--- src/rtl/hnc_pkg.sv ---
package hnc_pkg;
    parameter int NS_W      = 40;
    parameter int FRAC_W    = 32;
    parameter int DATA_W    = 32;
    parameter int ADDR_W    = 3;
    parameter int BASE_STEP = 8;

    localparam int HI_W = NS_W - DATA_W;

    typedef enum logic [ADDR_W-1:0] {
        A_FRAC = 3'd0,
        A_LO   = 3'd1,
        A_HI   = 3'd2,
        A_INCR = 3'd3,
        A_CTRL = 3'd4
    } reg_addr_e;

    typedef struct packed {
        logic [NS_W-1:0]   ns;
        logic [FRAC_W-1:0] frac;
    } core_state_t;

    typedef struct packed {
        logic [DATA_W-1:0] incr;
        logic              stop;
        logic [DATA_W-1:0] stage_lo;
        logic [NS_W-1:0]   snap;
        logic [DATA_W-1:0] rdata;
        logic              rvalid;
    } regs_state_t;
endpackage

--- src/rtl/hnc_tick_core.sv ---
module hnc_tick_core
    import hnc_pkg::*;
(
    input  logic              clk,
    input  logic              rst_n,
    input  logic              run_i,
    input  logic [DATA_W-1:0] incr_i,
    input  logic              load_i,
    input  logic [NS_W-1:0]   load_ns_i,
    output logic [NS_W-1:0]   ns_o,
    output logic [FRAC_W-1:0] frac_o
);
    core_state_t st_q, st_d;

    logic              neg;
    logic [FRAC_W-1:0] mag;
    logic [FRAC_W:0]   sum_w, dif_w;
    logic [NS_W-1:0]   step;

    always_comb begin
        neg   = incr_i[DATA_W-1];
        mag   = FRAC_W'(incr_i[DATA_W-2:0]);
        sum_w = {1'b0, st_q.frac} + {1'b0, mag};
        dif_w = {1'b0, st_q.frac} - {1'b0, mag};
        if (neg)
            step = NS_W'(BASE_STEP) - NS_W'(dif_w[FRAC_W]);
        else
            step = NS_W'(BASE_STEP) + NS_W'(sum_w[FRAC_W]);

        st_d = st_q;
        if (load_i) begin
            st_d.ns   = load_ns_i;
            st_d.frac = '0;
        end else if (run_i) begin
            st_d.ns   = st_q.ns + step;
            st_d.frac = neg ? dif_w[FRAC_W-1:0] : sum_w[FRAC_W-1:0];
        end
    end

    always_ff @(posedge clk) begin
        if (!rst_n) st_q <= '0;
        else        st_q <= st_d;
    end

    assign ns_o   = st_q.ns;
    assign frac_o = st_q.frac;

    p_step_range_r1: assert property (@(posedge clk) disable iff (!rst_n)
        (run_i && !load_i) |=> ((st_q.ns - $past(st_q.ns)) inside {NS_W'(7), NS_W'(8), NS_W'(9)}));

    p_base_step_r1: assert property (@(posedge clk) disable iff (!rst_n)
        (run_i && !load_i && incr_i == '0) |=> (st_q.ns == $past(st_q.ns) + NS_W'(8) && $stable(st_q.frac)));

    p_halt_r6: assert property (@(posedge clk) disable iff (!rst_n)
        (!run_i && !load_i) |=> ($stable(st_q.ns) && $stable(st_q.frac)));

    p_load_r7: assert property (@(posedge clk) disable iff (!rst_n)
        load_i |=> (st_q.ns == $past(load_ns_i) && st_q.frac == '0));

    p_no_carry_neg_r3: assert property (@(posedge clk) disable iff (!rst_n)
        (run_i && !load_i && incr_i[DATA_W-1]) |=> ((st_q.ns - $past(st_q.ns)) != NS_W'(9)));
endmodule

--- src/rtl/hnc_regs.sv ---
module hnc_regs
    import hnc_pkg::*;
(
    input  logic              clk,
    input  logic              rst_n,
    input  logic              we_i,
    input  logic              re_i,
    input  logic [ADDR_W-1:0] addr_i,
    input  logic [DATA_W-1:0] wdata_i,
    input  logic [NS_W-1:0]   ns_i,
    input  logic [FRAC_W-1:0] frac_i,
    output logic [DATA_W-1:0] incr_o,
    output logic              run_o,
    output logic              load_o,
    output logic [NS_W-1:0]   load_ns_o,
    output logic [DATA_W-1:0] rdata_o,
    output logic              rvalid_o
);
    regs_state_t st_q, st_d;

    always_comb begin
        st_d        = st_q;
        st_d.rvalid = re_i;
        st_d.rdata  = '0;
        if (re_i) begin
            case (addr_i)
                A_FRAC: begin
                    st_d.rdata = DATA_W'(frac_i);
                    st_d.snap  = ns_i;
                end
                A_LO:    st_d.rdata = st_q.snap[DATA_W-1:0];
                A_HI:    st_d.rdata = DATA_W'(st_q.snap[NS_W-1:DATA_W]);
                A_INCR:  st_d.rdata = st_q.incr;
                A_CTRL:  st_d.rdata = {st_q.stop, {(DATA_W-1){1'b0}}};
                default: st_d.rdata = '0;
            endcase
        end
        if (we_i) begin
            case (addr_i)
                A_LO:    st_d.stage_lo = wdata_i;
                A_INCR:  st_d.incr     = wdata_i;
                A_CTRL:  st_d.stop     = wdata_i[DATA_W-1];
                default: ;
            endcase
        end
    end

    always_ff @(posedge clk) begin
        if (!rst_n) begin
            st_q      <= '0;
            st_q.stop <= 1'b1;
        end else begin
            st_q <= st_d;
        end
    end

    assign incr_o    = st_q.incr;
    assign run_o     = !st_q.stop;
    assign load_o    = we_i && (addr_i == A_HI);
    assign load_ns_o = {wdata_i[HI_W-1:0], st_q.stage_lo};
    assign rdata_o   = st_q.rdata;
    assign rvalid_o  = st_q.rvalid;

    p_hi_reserved_r5: assert property (@(posedge clk) disable iff (!rst_n)
        (re_i && addr_i == A_HI) |=> (rdata_o[DATA_W-1:HI_W] == '0));

    p_snap_hold_r5: assert property (@(posedge clk) disable iff (!rst_n)
        !(re_i && addr_i == A_FRAC) |=> $stable(st_q.snap));

    p_rvalid_r9: assert property (@(posedge clk) disable iff (!rst_n)
        re_i |=> rvalid_o);

    p_idle_data_r9: assert property (@(posedge clk) disable iff (!rst_n)
        !re_i |=> (!rvalid_o && rdata_o == '0));
endmodule

--- src/rtl/hw_ns_clock.sv ---
module hw_ns_clock
    import hnc_pkg::*;
(
    input  logic              clk,
    input  logic              rst_n,
    input  logic              bus_we,
    input  logic              bus_re,
    input  logic [ADDR_W-1:0] bus_addr,
    input  logic [DATA_W-1:0] bus_wdata,
    output logic [DATA_W-1:0] bus_rdata,
    output logic              bus_rvalid
);
    logic [NS_W-1:0]   ns_w, load_ns_w;
    logic [FRAC_W-1:0] frac_w;
    logic [DATA_W-1:0] incr_w;
    logic              run_w, load_w;

    hnc_regs u_regs (
        .clk       (clk),
        .rst_n     (rst_n),
        .we_i      (bus_we),
        .re_i      (bus_re),
        .addr_i    (bus_addr),
        .wdata_i   (bus_wdata),
        .ns_i      (ns_w),
        .frac_i    (frac_w),
        .incr_o    (incr_w),
        .run_o     (run_w),
        .load_o    (load_w),
        .load_ns_o (load_ns_w),
        .rdata_o   (bus_rdata),
        .rvalid_o  (bus_rvalid)
    );

    hnc_tick_core u_core (
        .clk       (clk),
        .rst_n     (rst_n),
        .run_i     (run_w),
        .incr_i    (incr_w),
        .load_i    (load_w),
        .load_ns_i (load_ns_w),
        .ns_o      (ns_w),
        .frac_o    (frac_w)
    );

    p_reset_stopped_r8: assert property (@(posedge clk)
        !rst_n |=> (!bus_rvalid && bus_rdata == '0));
endmodule

--- config.mk ---
export PLATFORM = sky130hd
export DESIGN_NAME = hw_ns_clock
export DESIGN_NICKNAME = d
export VERILOG_FILES = /design/src/rtl/hnc_pkg.sv /design/src/rtl/hnc_tick_core.sv /design/src/rtl/hnc_regs.sv /design/src/rtl/hw_ns_clock.sv
export SDC_FILE = /design/constraint.sdc
export NUM_CORES = 1
export LEC_CHECK = 0
export ABC_AREA = 1
export BUFFER_PORTS_ARGS = -buffer_cell sky130_fd_sc_hd__buf_2
export CAP_MARGIN = 15
export CORE_MARGIN = 8
export CORE_UTILIZATION = 55
export CTS_BUF_LIST = sky130_fd_sc_hd__clkbuf_4
export CTS_CLUSTER_SIZE = 20
export DETAILED_ROUTE_END_ITERATION = 12
export GPL_ROUTABILITY_DRIVEN = 0
export GPL_TIMING_DRIVEN = 0
export PLACE_DENSITY = 0.77
export SYNTH_ARGS = -nofsm -noshare
export SYNTH_HDL_FRONTEND = slang
export SYNTH_HIERARCHICAL = 1
export SYNTH_SLANG_ARGS = --single-unit
--- constraint.sdc ---
create_clock -name clk -period 3.9 [get_ports clk]
set_clock_uncertainty 0.1 [all_clocks]
set_input_delay 0.195 -clock clk [delete_from_list [all_inputs] [get_ports clk]]
set_output_delay 0.195 -clock clk [all_outputs]
set_load 0.02 [all_outputs]
==> key figures <==
Run status
  • Status: finished, final reports clean

Layout
  • Storage cell area: 4257 um^2
  • Commonest non-fill, non-tap cell in the layout: nand2_1
  • Filler cell count: 2685
  • Most frequent cells in the layout: 750 x nand2_1, 363 x inv_1, 319 x nor2_1
  • NumNets Final: about 3000
  • Final Util: 0.6589
  • Layout cells sized above 1: 0.1984
  • Fin cells: 3329
  • Multi-input gate area: a little under 10000 um^2
  • P&R area growth vs syn: 19.18%

Timing
  • Final hold vios: 0
  • Worst rel slew slack: 0.4048
  • Final Cycle Share: 0.9901
  • Slew Limit Fails: 0
  • Fin worst setup slack: 0.03848 ns
  • Worst slew pin tran: 0.8895 ns
  • Minimum clock period: between 3 and 4 ns
  • Endpoints failing setup: 0
  • Max Clk Rate: 0.2590 GHz
  • Fin Setup TNS: 0 ns

Logic synthesis
  • Yosys warnings: 6
  • Avg Cell Area, Syn: 6.045 um^2
  • Synth cell types: between 50 and 60
  • Number of flops mapped to enable cells by yosys: 0
  • Post-synth ARST share: 0
  • Synthesized instance count: 2682
  • Mapped Nets: 2791
  • Main synth FF type: dfxtp_1
  • Mapped Area: 16210 um^2
  • Synthesized flop and latch total: 210
  • Sequential-to-total area share from yosys stat: 0.2593

Pwr
  • Clock Power Share: 0.363
  • Switching share of power: 0.3231
  • Pwr dens: 281.1 nW/um^2
  • Cell Int Power: 3677 uW
  • Logic pwr share: 0.226
  • Pleak: 0.009725 uW
  • Sequential share of power: 0.411
  • Switch Pwr: 1755 uW
  • Peak supply drop: 0.2464 mV

Die
  • Die Wd: approximately 190 um
  • Number of cell rows: 63
  • Initial Utilization: 0.5529
  • Core footprint: 29320 um^2
  • Chip height: about 190 um
  • IO Pins: 72
  • Die area: 35230 um^2

GRT
  • Remaining Overflow, GRT: 0
  • Initial antenna violation count: 1
  • First-pass GRT wire length: 89540 um
  • Vias in the first global route: 17510
  • GRT Total Usage: 0.3140
  • Largest net degree at the start of global routing: 20

Detailed routing
  • Residual DRC: 0
  • Via count: ~19000
  • First-pass DRT Iterations: 6
  • DRT iter0 DRCs: 2210
  • Post-Route WL: 58300 um
  • WL/cell: 17.51 um
  • Via/cell ratio: 5.606
  • Final ANT Viol Nets: 0

Placed design
  • Dpl ws: -1.143 ns
  • Placed cells: 3140
  • Hpwl dp: 44400 um
  • Port bufs: 68

Clock network
  • Clk buf depth: 3
  • Clk Tree Root Cell: clkbuf_4
  • Clock Sinks: 210
  • Clock Latency Late Sink: 0.66 ns
  • Num CTS Buffers: 56
  • H-tree level count: 2
  • CTS clk-pin slew, worst paths: 0.07 ns
  • CTS tree: done

Setup path
  • CP startpoint kind: flop
  • Kind of critical path: flop to flop
  • Critical path data required time: 4.32 ns
  • Critical Path AT: 4.28 ns
  • Crit Path Max Fanout: 8
  • Critical Path Sink Type: flop

Run
  • Max_cap viols: 0

Hold path
  • Hold crit path type: primary input to flop
state kept, by name, summed over array words and instances (netlist names):
signal            flops
u_core/frac_o        32
u_core/ns_o          40
u_regs/incr_o        32
u_regs/load_ns_o     32
u_regs/rdata_o       32
u_regs/rvalid_o       1
u_regs/st_q          41
synthesized netlist by cell type (3+ instances only):
master,instances,area share
xnor2_1,4,0.0022
o21bai_1,10,0.0046
a21boi_1,23,0.011
nand4_1,88,0.034
nor2_8,4,0.0049
dfxtp_1,210,0.26
o211ai_1,4,0.0019
nor2_2,19,0.0073
nand2_2,10,0.0039
clkinv_1,3,0.00069
inv_2,9,0.0021
and2_1,14,0.0054
nor3_1,27,0.0083
buf_2,39,0.012
a31oi_1,18,0.0069
o21ai_1,10,0.0031
nand3_1,231,0.071
o21ai_0,39,0.012
nand3_2,3,0.0019
fa_1,3,0.0037
a21oi_1,70,0.022
nor3_2,4,0.0025
inv_1,378,0.088
nor2_1,335,0.078
buf_6,7,0.0049
clkbuf_1,36,0.0083
nand3b_1,3,0.0014
buf_4,118,0.055
a22oi_1,21,0.0097
buf_1,15,0.0035
nand2_1,785,0.18
ha_1,67,0.052
or2_2,5,0.0019
xor2_1,9,0.0049
nor2_4,5,0.0035
a21boi_0,34,0.016
through the flow:
step,cell area (um^2),hold WS (ns),total power [uW]
final,19320,0.07523,5431
after global routing,19320,0.05425,5704
after CTS,18630,0.02729,5337
after detailed placement,17040,0.3543,3295
after global placement,17040,0.3529,3270
after floorplan,16210,0.1926,2997
critical path: stages (launching register included):
cell     delay (ns)
dfxtp_1        0.40
buf_4          0.16
inv_1          0.04
ha_2           0.42
nand2_1        0.13
nor2_1         0.16
inv_1          0.12
nor3_4         0.23
nand3_4        0.11
nand3_4        0.17
inv_1          0.09
ha_1           0.29
buf_4          0.15
nand3_1        0.12
nand3_4        0.12
a21oi_4        0.11
nor2_8         0.20
nand3_2        0.18
nor2_2         0.15
nand3_1        0.08
nand3_1        0.09
a21oi_1        0.07
path summary, 6_finish.rpt:
kind / endpoint / cells after the start / startpoint / slack, ns
setup / recovery: u_core/ns_o[25]$_SDFFE_PN0P_ / 21 / u_regs/incr_o[24]$_SDFFE_PN0P_ / 0.04
hold / removal: u_regs/st_q[33]$_SDFFE_PN0P_ / 6 / bus_addr[1] / 0.08
setup reg to reg: u_core/ns_o[25]$_SDFFE_PN0P_ / 21 / u_regs/incr_o[24]$_SDFFE_PN0P_ / 0.04
hold reg to reg: u_regs/st_q[39]$_SDFFE_PN0P_ / 2 / u_regs/st_q[39]$_SDFFE_PN0P_ / 0.37
metal layers:
metal	vias up	track usage	wire length, um
li1	8786	-	-
met1	8455	0.3661	21750
met2	1133	0.5373	27640
met3	287	0.05275	5282
met4	0	0.1818	3622
met5	-	0	0
what timing repair did:
item / in CTS / in global routing
gates resized for setup: 107 / 121
setup endpoints to repair: 39 / 31
hold endpoints to repair: 83 / 0
setup buffers: 26 / 32
pin swaps: 16 / 49
hold buffers: 37 / 0
layout make-up:
| class | instances | area share |
|---|---|---|
| diodes | 1 | 0.0001295 |
| plain buffers | 211 | 0.07207 |
| clock buffers | 78 | 0.03030 |
| clock inverters | 20 | 0.006929 |
| inverters | 391 | 0.07622 |
| multi-input cells | 1865 | 0.5093 |
| flip-flops and latches | 210 | 0.2203 |
| well taps | 390 | 0.02525 |
| repair buffers | 163 | 0.05951 |
power by group through the flow:
stage | clock network [uW] | registers [uW] | logic, uW
6_report | 1970 | 2230 | 1230
5_1_grt | 2130 | 2230 | 1340
4_1_cts | 2010 | 2230 | 1100
3_5_place_dp | 0 | 2280 | 1020
3_3_place_gp | 0 | 2270 | 995
2_1_floorplan | 0 | 2260 | 736
kinds of logic after synthesis:
kind of cell,Yosys count,share of synthesized area
AOI/OAI and AO/OA,240,0.09215
buffers and inverters,607,0.1743
DFF,210,0.2593
xor gates and xnor gates,13,0.007023
adders and majority gates,70,0.05541
and+or+nand+nor,1542,0.4118
No activity file was read; power rests on OpenSTA's default activity.
